===== config.mk =====
export PLATFORM = sky130hd
export DESIGN_NAME = irq_gather
export DESIGN_NICKNAME = d
export VERILOG_FILES = /design/src/rtl/irq_gather_pkg.sv /design/src/rtl/irq_chan_enc.sv /design/src/rtl/irq_global_merge.sv /design/src/rtl/irq_wake_det.sv /design/src/rtl/irq_gather.sv
export SDC_FILE = /design/constraint.sdc
export NUM_CORES = 1
export LEC_CHECK = 0
export ABC_AREA = 1
export BUFFER_PORTS_ARGS = -buffer_cell sky130_fd_sc_hd__buf_4
export CAP_MARGIN = 20
export CORE_ASPECT_RATIO = 0.75
export CORE_MARGIN = 10
export CORE_UTILIZATION = 47
export DETAILED_ROUTE_END_ITERATION = 7
export GPL_TIMING_DRIVEN = 0
export PLACE_DENSITY = 0.84
export SETUP_SLACK_MARGIN = 0.5
export SYNTH_ARGS = -nofsm -noshare
export SYNTH_HDL_FRONTEND = slang
export SYNTH_SLANG_ARGS = --single-unit

===== constraint.sdc =====
create_clock -name clk -period 2.7 [get_ports clk]
set_input_delay 0.54 -clock clk [delete_from_list [all_inputs] [get_ports clk]]
set_output_delay 0.54 -clock clk [all_outputs]
set_load 0.005 [all_outputs]

===== src/rtl/irq_gather_pkg.sv =====
package irq_gather_pkg;
  localparam int NUM_CH = 8;
  localparam int CODE_W = 3;
  localparam int SUM_W  = NUM_CH;
  localparam int WORD_W = SUM_W + NUM_CH * CODE_W;

  typedef logic [CODE_W-1:0] code_t;

  localparam code_t CODE_NONE  = 3'd0;
  localparam code_t CODE_MODEM = 3'd1;
  localparam code_t CODE_TX    = 3'd2;
  localparam code_t CODE_GPIO  = 3'd3;
  localparam code_t CODE_RX    = 3'd4;
  localparam code_t CODE_TMR   = 3'd5;
  localparam code_t CODE_LINE  = 3'd6;
  localparam code_t CODE_WAKE  = 3'd7;
endpackage


===== src/rtl/irq_chan_enc.sv =====
module irq_chan_enc
  import irq_gather_pkg::*;
(
  input  logic  line_req,
  input  logic  rx_req,
  input  logic  tx_req,
  input  logic  modem_req,
  output code_t code,
  output logic  pend
);
  always_comb begin
    if (line_req)       code = CODE_LINE;
    else if (rx_req)    code = CODE_RX;
    else if (tx_req)    code = CODE_TX;
    else if (modem_req) code = CODE_MODEM;
    else                code = CODE_NONE;
  end

  assign pend = line_req | rx_req | tx_req | modem_req;
endmodule


===== src/rtl/irq_global_merge.sv =====
module irq_global_merge
  import irq_gather_pkg::*;
(
  input  code_t local_code,
  input  logic  local_pend,
  input  logic  wake_pend,
  input  logic  tmr_req,
  input  logic  gpio_req,
  output code_t code,
  output logic  pend
);
  always_comb begin
    if (wake_pend)     code = CODE_WAKE;
    else if (tmr_req)  code = CODE_TMR;
    else if (gpio_req) code = CODE_GPIO;
    else               code = local_code;
  end

  assign pend = local_pend | wake_pend | tmr_req | gpio_req;
endmodule


===== src/rtl/irq_wake_det.sv =====
module irq_wake_det
  import irq_gather_pkg::*;
(
  input  logic              clk,
  input  logic              rst_n,
  input  logic [NUM_CH-1:0] ch_sleep,
  input  logic              clr_req,
  output logic              wake_pend
);
  logic all_now;
  logic asleep_q, asleep_d;
  logic wake_q, wake_d;
  logic wake_set;

  assign all_now  = &ch_sleep;
  assign wake_set = asleep_q & ~all_now;

  always_comb begin
    asleep_d = all_now;
    wake_d   = wake_q;
    if (clr_req)  wake_d = 1'b0;
    if (wake_set) wake_d = 1'b1;
  end

  always_ff @(posedge clk or negedge rst_n) begin
    if (!rst_n) begin
      asleep_q <= 1'b0;
      wake_q   <= 1'b0;
    end else begin
      asleep_q <= asleep_d;
      wake_q   <= wake_d;
    end
  end

  assign wake_pend = wake_q;

  assert_wake_on_exit_R5: assert property (@(posedge clk) disable iff (!rst_n)
    (asleep_q && !all_now) |=> wake_q);
  assert_no_spurious_wake_R5: assert property (@(posedge clk) disable iff (!rst_n)
    (!wake_q && !(asleep_q && !all_now)) |=> !wake_q);
  assert_read_clears_R6: assert property (@(posedge clk) disable iff (!rst_n)
    (wake_q && clr_req && !(asleep_q && !all_now)) |=> !wake_q);
  assert_set_beats_clear_R7: assert property (@(posedge clk) disable iff (!rst_n)
    (asleep_q && !all_now && clr_req) |=> wake_q);
endmodule


===== src/rtl/irq_gather.sv =====
module irq_gather
  import irq_gather_pkg::*;
#(
  parameter int                ADDR_W    = 8,
  parameter logic [ADDR_W-1:0] BASE_ADDR = 8'h80
) (
  input  logic              clk,
  input  logic              rst_n,
  input  logic [NUM_CH-1:0] ch_line_req,
  input  logic [NUM_CH-1:0] ch_rx_req,
  input  logic [NUM_CH-1:0] ch_tx_req,
  input  logic [NUM_CH-1:0] ch_modem_req,
  input  logic [NUM_CH-1:0] ch_sleep,
  input  logic              tmr_req,
  input  logic              gpio_req,
  input  logic              rd_en,
  input  logic [ADDR_W-1:0] rd_addr,
  input  logic              rd_low_lane,
  output logic [WORD_W-1:0] rd_data
);
  code_t             loc_code [NUM_CH];
  logic [NUM_CH-1:0] loc_pend;
  code_t             ch_code  [NUM_CH];
  logic [NUM_CH-1:0] ch_pend;
  logic [WORD_W-1:0] status;
  logic              wake_pend;
  logic              hit;
  logic              clr_req;
  logic [WORD_W-1:0] rd_d, rd_q;

  assign hit     = rd_en && (rd_addr == BASE_ADDR);
  assign clr_req = hit && rd_low_lane;

  irq_wake_det u_wake (
    .clk       (clk),
    .rst_n     (rst_n),
    .ch_sleep  (ch_sleep),
    .clr_req   (clr_req),
    .wake_pend (wake_pend)
  );

  for (genvar n = 0; n < NUM_CH; n++) begin : g_ch
    irq_chan_enc u_enc (
      .line_req  (ch_line_req[n]),
      .rx_req    (ch_rx_req[n]),
      .tx_req    (ch_tx_req[n]),
      .modem_req (ch_modem_req[n]),
      .code      (loc_code[n]),
      .pend      (loc_pend[n])
    );
    if (n == 0) begin : g_global
      irq_global_merge u_merge (
        .local_code (loc_code[n]),
        .local_pend (loc_pend[n]),
        .wake_pend  (wake_pend),
        .tmr_req    (tmr_req),
        .gpio_req   (gpio_req),
        .code       (ch_code[n]),
        .pend       (ch_pend[n])
      );
    end else begin : g_local
      assign ch_code[n] = loc_code[n];
      assign ch_pend[n] = loc_pend[n];

      assert_line_top_R3: assert property (@(posedge clk) disable iff (!rst_n)
        ch_line_req[n] |-> status[SUM_W + n*CODE_W +: CODE_W] == CODE_LINE);
    end

    assert_sum_code_agree_R1: assert property (@(posedge clk) disable iff (!rst_n)
      status[n] == (status[SUM_W + n*CODE_W +: CODE_W] != CODE_NONE));
  end

  always_comb begin
    status = '0;
    for (int n = 0; n < NUM_CH; n++) begin
      status[n] = ch_pend[n];
      status[SUM_W + n*CODE_W +: CODE_W] = ch_code[n];
    end
  end

  always_comb begin
    rd_d = rd_q;
    if (rd_en) rd_d = hit ? status : '0;
  end

  always_ff @(posedge clk or negedge rst_n) begin
    if (!rst_n) rd_q <= '0;
    else        rd_q <= rd_d;
  end

  assign rd_data = rd_q;

  assert_wake_code_R4: assert property (@(posedge clk) disable iff (!rst_n)
    wake_pend |-> (status[SUM_W +: CODE_W] == CODE_WAKE) && status[0]);
  assert_miss_reads_zero_R9: assert property (@(posedge clk) disable iff (!rst_n)
    (rd_en && !hit) |=> rd_data == '0);
  assert_hold_between_reads_R9: assert property (@(posedge clk) disable iff (!rst_n)
    !rd_en |=> $stable(rd_data));
endmodule


**After elaboration in Yosys (flattened, before gate mapping)**

Index checks and enable logic that the tools add are counted.

- Register bits after elaboration: 34
- Output and inout port bits: 32

- Eq/ne operators: 1
- Multiplexer cells: 38
- Bitwise gates (word level): 29
- Reductions and logical operators: 4

Operators with widths:

| kind | count |
|---|---|
| two-way mux 3 bit | 27 |
| two-way mux 32 bit | 1 |
| OR 1 bit | 27 |
| two-way mux 1 bit | 10 |
| equality test 8 bit (second input constant) | 1 |
| AND reduction 8 bit | 1 |
| logical AND 1 bit | 2 |
| nonzero test 2 bit | 1 |
| AND 1 bit | 1 |
| inverter 1 bit | 1 |

**Depth between registers and ports, before layout**

- Depth after elaboration: 8
- Depth in mapped cells: 7

**Cells and area by module**

From an unflattened synthesis, not the netlist that was laid out.

- Cells, all modules: 243
- Area, all modules: 1853.0 µm²

Modules (own cells, without submodules):

| module | instances | cells an instance | area each (µm²) | sequential area each (µm²) |
|---|---|---|---|---|
| irq_gather | 1 | 154 | 1411.4 | 800.8 |
| irq_chan_enc | 8 | 8 | 37.5 | 0.0 |
| irq_wake_det | 1 | 14 | 95.1 | 50.0 |
| irq_global_merge | 1 | 11 | 46.3 | 0.0 |

**Least setup slack after synthesis**

OpenSTA, ideal clock, no wires.

- Path type: input to register
- Start point: input port rd_addr[0]
- End point: register rd_q[23] (netlist: rd_data[23])
- Library setup time: 0.074 ns
- Arrival time: 1.212 ns
- Required time: 2.626 ns
- Slack: 1.414 ns
- Cell stages on the path: 7
- Buffers on the path: 2
- Path through: nor2_2 -> nand2_1 -> nor2_2 -> nand2_2 -> buf_6 -> buf_12 -> o21ai_2

- Longest elaborated chain between the ends: 3

Ends and longest elaborated chain:

| element | line | source |
|---|---|---|
| start, declared | irq_gather.sv:17 | `input logic [ADDR_W-1:0] rd_addr,` |
| equality test 8 bit | irq_gather.sv:31 | `assign hit = rd_en && (rd_addr == BASE_ADDR);` |
| logical AND 1 bit | irq_gather.sv:31 |  |
| two-way mux 32 bit | irq_gather.sv:83 | `if (rd_en) rd_d = hit ? status : '0;` |
| end signal, assigned | irq_gather.sv:88 | `else rd_q <= rd_d;` |
| end, declared | irq_gather.sv:29 | `logic [WORD_W-1:0] rd_d, rd_q;` |

Every way passes these cells.
A chain may end at the register's enable or synchronous reset.

**Final worst setup path**

- Start point: register rd_q[28] (netlist: rd_data[28])
- End point: output port rd_data[28]

RTL lines:

| element | line | source |
|---|---|---|
| end, declared | irq_gather.sv:19 | `output logic [WORD_W-1:0] rd_data` |

No word-level cell between the ends.

==> summary.md <==
| Metric | Value |
|---|---|
| Flop pwr share | `approximately 53%` |
| Total wirelength of the detailed-routed design | `approximately 4500 microns` |
| Share of total power in the clock network | `34.5%` |
| CTS clock-pin slew for the worst setup and hold paths | `about 60 ps` |
| Std cell rows | `18` |
| Effective utilization at floorplan | `between 40% and 50%` |
| Power dissipated by switching net loads | `between 0.2 and 0.25 mW` |
| Leftover overflow at the end of global routing | `0` |
| Internal power | `between 0.7 and 0.8 mW` |
| Cell taking the most area after synthesis | `sky130_fd_sc_hd__dfrtp_1` |
| Crit path required time | `2160 ps` |
| Final worst path period share | `between 40% and 50%` |
| I/O pin cnt | `86` |
| Largest net degree at the start of global routing | `35` |
| Utilization of the core after routing | `between 70% and 80%` |
| Detail Placement HPWL | `about 3700 microns` |
| Final Critical Period | `approximately 1300 ps` |
| Area added between synthesis and finish | `48.2%` |
| Rel. slew slack | `between 60% and 70%` |
| Most used DFF post-synth | `sky130_fd_sc_hd__dfrtp_1` |
| Area of the core | `~3300 sq um` |
| Clock Skews | `about 2.5 ps` |
| Relative contribution of combinational cells to total power | `about 13%` |
| Vias after detailed routing | `about 1600` |
| Routed WL per cell | `13.9 microns` |
| Count of antenna diodes in the layout | `0` |
| Launching point of the worst reg2reg path | `u_wake.wake_pend` |
| Syn Inst Count | `between 150 and 200` |
| Cell leakage power | `approximately 1.3 nW` |
| Critical path's slowest cell | `sky130_fd_sc_hd__dfrtp_1` |
| Classification of the worst setup path | `flip-flop to output pin` |
| Clock tree from TritonCTS | `yes` |
| Clock sink total | `34` |
| Most used standard cell by instance count after synthesis | `sky130_fd_sc_hd__nand2_1` |
| Worst Reg-to-Reg Cells | `6` |
| Detailed-route vias per instance | `4.80` |
| Antenna violations before repair | `0` |
| Worst hold slack | `between 150 and 200 ps` |
| Cell breakdown of the critical path | `buf_4` |
| Nets in the synthesized netlist | `248` |
| Worst Tran Pin Value | `468 ps` |
| CP peak stage delay | `a little under 400 ps` |
| CP arrival | `~800 ps` |
| Fraction of layout instances using a drive strength above 1 | `37.4%` |
| Total Negative Setup Slacks | `0 ps` |
| Launching element type of the critical path | `flip-flop` |
| Synth warnings | `0` |
| Cell types with the highest counts after synthesis | `sky130_fd_sc_hd__nand2_1 (54), sky130_fd_sc_hd__nor2_1 (37), sky130_fd_sc_hd__dfrtp_1 (34), sky130_fd_sc_hd__o21ai_0 (22), sky130_fd_sc_hd__inv_1 (13)` |
| Status | `finished clean` |
| DRC violation count after routing | `0` |
| Reg2Reg Setup Slack | `around 1700 ps` |
| Pwr dens | `approximately 410 nW/um^2` |
| Type of the worst min-delay path | `primary input to async pin` |
| Post-synthesis instance area | `1590 sq um` |
| Achievable Freq | `0.744 GHz` |
| Number of enable flip-flop cells after synthesis | `0` |
| Critical register-to-register path endpoint | `rd_data[0]` |
| Sequential share of the synthesized area | `between 50% and 60%` |
| Maximum vdd ir drop | `0.286 mV` |
| Final hold viol count | `0` |
| Area of the die | `slightly above 6000 sq um` |
| Number of global-route vias before repair | `~1600` |
| Number of buffers created by CTS | `5` |
| Buffers on Ports | `85` |
| Cell types with the largest area share after synthesis | `sky130_fd_sc_hd__dfrtp_1 (54%), sky130_fd_sc_hd__nand2_1 (13%), sky130_fd_sc_hd__nor2_1 (8.8%), sky130_fd_sc_hd__o21ai_0 (6.9%), sky130_fd_sc_hd__o21ai_2 (5.5%)` |
| Area used by multi-input combinational logic | `639 sq um` |
| Final setup violating endpoints | `0` |
| Number of buffers and inverters on the critical path | `1` |
| Setup repair after global routing missed its margin | `no` |
| Switching portion of total power | `between 20% and 30%` |
| Post-synth cell types | `16` |
| All-layer global routing usage | `about 15%` |
| Total of flip-flops plus latches after synthesis | `34` |
| First-pass GRT wire length | `7320 microns` |
| Nature of the critical path endpoint | `output pin` |
| Fin nets | `340` |
| Skew-Pair Late Insertion Delay | `around 270 ps` |
| H-Tree Depth | `2` |
| Family with the most delay on the worst path | `flip-flops` |
| Share of synthesized registers carrying an async set or reset | `100%` |
| Buffers inserted by post-CTS timing repair | `0` |
| Routability congestion estimate from global placement | `between 0.7 and 0.8` |
| Die boundary height | `roughly 70 microns` |
| Max-capacitance violation count | `0` |
| Fin. max-slew vios | `0` |
| Fillers | `about 300` |
| Number of buffers on the longest clock path | `2` |
| DR iter-0 viols | `79` |
| Resize count post-CTS | `0` |
| Fraction of post-synthesis cell area in the top cell type by area | `roughly 54%` |
| Antenna viol nets, final | `0` |
| Number of search-and-repair iterations in the first detailed-routing pass | `4` |
| Post-synthesis average cell area | `about 8.2 sq um` |
| Area taken by flip-flops and latches | `about 850 sq um` |
| Horizontal die dimension | `~87 microns` |
| Root buffer cell | `sky130_fd_sc_hd__clkbuf_8` |
| Critical Path Fanout Max | `2` |
| Hold Buf Count CTS | `0` |
==> placed cells by master, fill, tap and decap left out <==
cell,instances
sky130_fd_sc_hd__inv_1,13
sky130_fd_sc_hd__buf_2,1
sky130_fd_sc_hd__o21ai_0,22
sky130_fd_sc_hd__buf_12,1
sky130_fd_sc_hd__nand2_1,54
sky130_fd_sc_hd__nand3b_1,1
sky130_fd_sc_hd__o21ai_2,10
sky130_fd_sc_hd__nor3_1,2
sky130_fd_sc_hd__clkbuf_1,5
sky130_fd_sc_hd__buf_4,85
sky130_fd_sc_hd__nor2_1,37
sky130_fd_sc_hd__nand4_1,2
sky130_fd_sc_hd__nor2_2,3
sky130_fd_sc_hd__nand2_2,1
sky130_fd_sc_hd__dfrtp_1,34
sky130_fd_sc_hd__nand3_1,9
sky130_fd_sc_hd__clkbuf_8,5
sky130_fd_sc_hd__buf_6,1
==> power by group through the flow <==
stage	Clock, mW	Combinational [mW]	Sequential, mW
2_1_floorplan	0	0.0405	0.524
3_3_place_gp	0	0.123	0.524
3_5_place_dp	0	0.126	0.524
4_1_cts	0.340	0.126	0.515
5_1_grt	0.366	0.141	0.514
6_report	0.336	0.124	0.515
==> layout make-up <==
cell class | instances | share of cell area [%]
flip-flops and latches | 34 | 36.2
multi-input cells | 141 | 27.2
repair buffers | 85 | 27.1
clock buffers | 7 | 3.25
well taps | 40 | 2.13
inverters | 13 | 2.08
plain buffers | 6 | 2.02
==> flip-flops by register name, indices dropped and copies added (netlist names) <==
name,flops
u_wake.wake_pend,1
u_wake.asleep_q,1
rd_data,32
==> metrics by stage <==
step                      std cells  total power [mW]  setup WS [ps]  cell area (sq um)
after floorplan                 194             0.564           1410               1590
after global placement          319             0.647           1200               2270
after detailed placement        319             0.650           1180               2270
after CTS                       326             0.981           1350               2350
after global routing            326              1.02           1320               2350
final                           326             0.975           1360               2350
==> kinds of logic after synthesis <==
kind of cell | synth area share (%)
buffers and inverters | 6.07
AOI/OAI and AO/OA | 12.5
DFF | 53.6
and+or+nand+nor | 27.8
==> layer usage <==
layer / routed length, microns / up-vias / global-route usage [%]
met5: 0 / - / 0
met1: 1890 / 704 / 17.3
met3: 553 / 2 / 7.76
met4: 8 / 0 / 2.69
li1: - / 799 / -
met2: 2090 / 59 / 22.7
==> worst max-delay path by stage <==
stage	end	cells after the start	from	slack [ps]
3_5_place_dp	rd_data[22]	5	rd_en	1180
3_3_place_gp	rd_data[22]	5	rd_en	1200
4_1_cts	rd_data[28]	1	rd_data[28]	1350
5_1_grt	rd_data[4]	1	rd_data[4]	1320
2_1_floorplan	rd_data[23]	7	rd_addr[0]	1410
6_report	rd_data[28]	1	rd_data[28]	1360
Power figures use the tool's default switching activity.
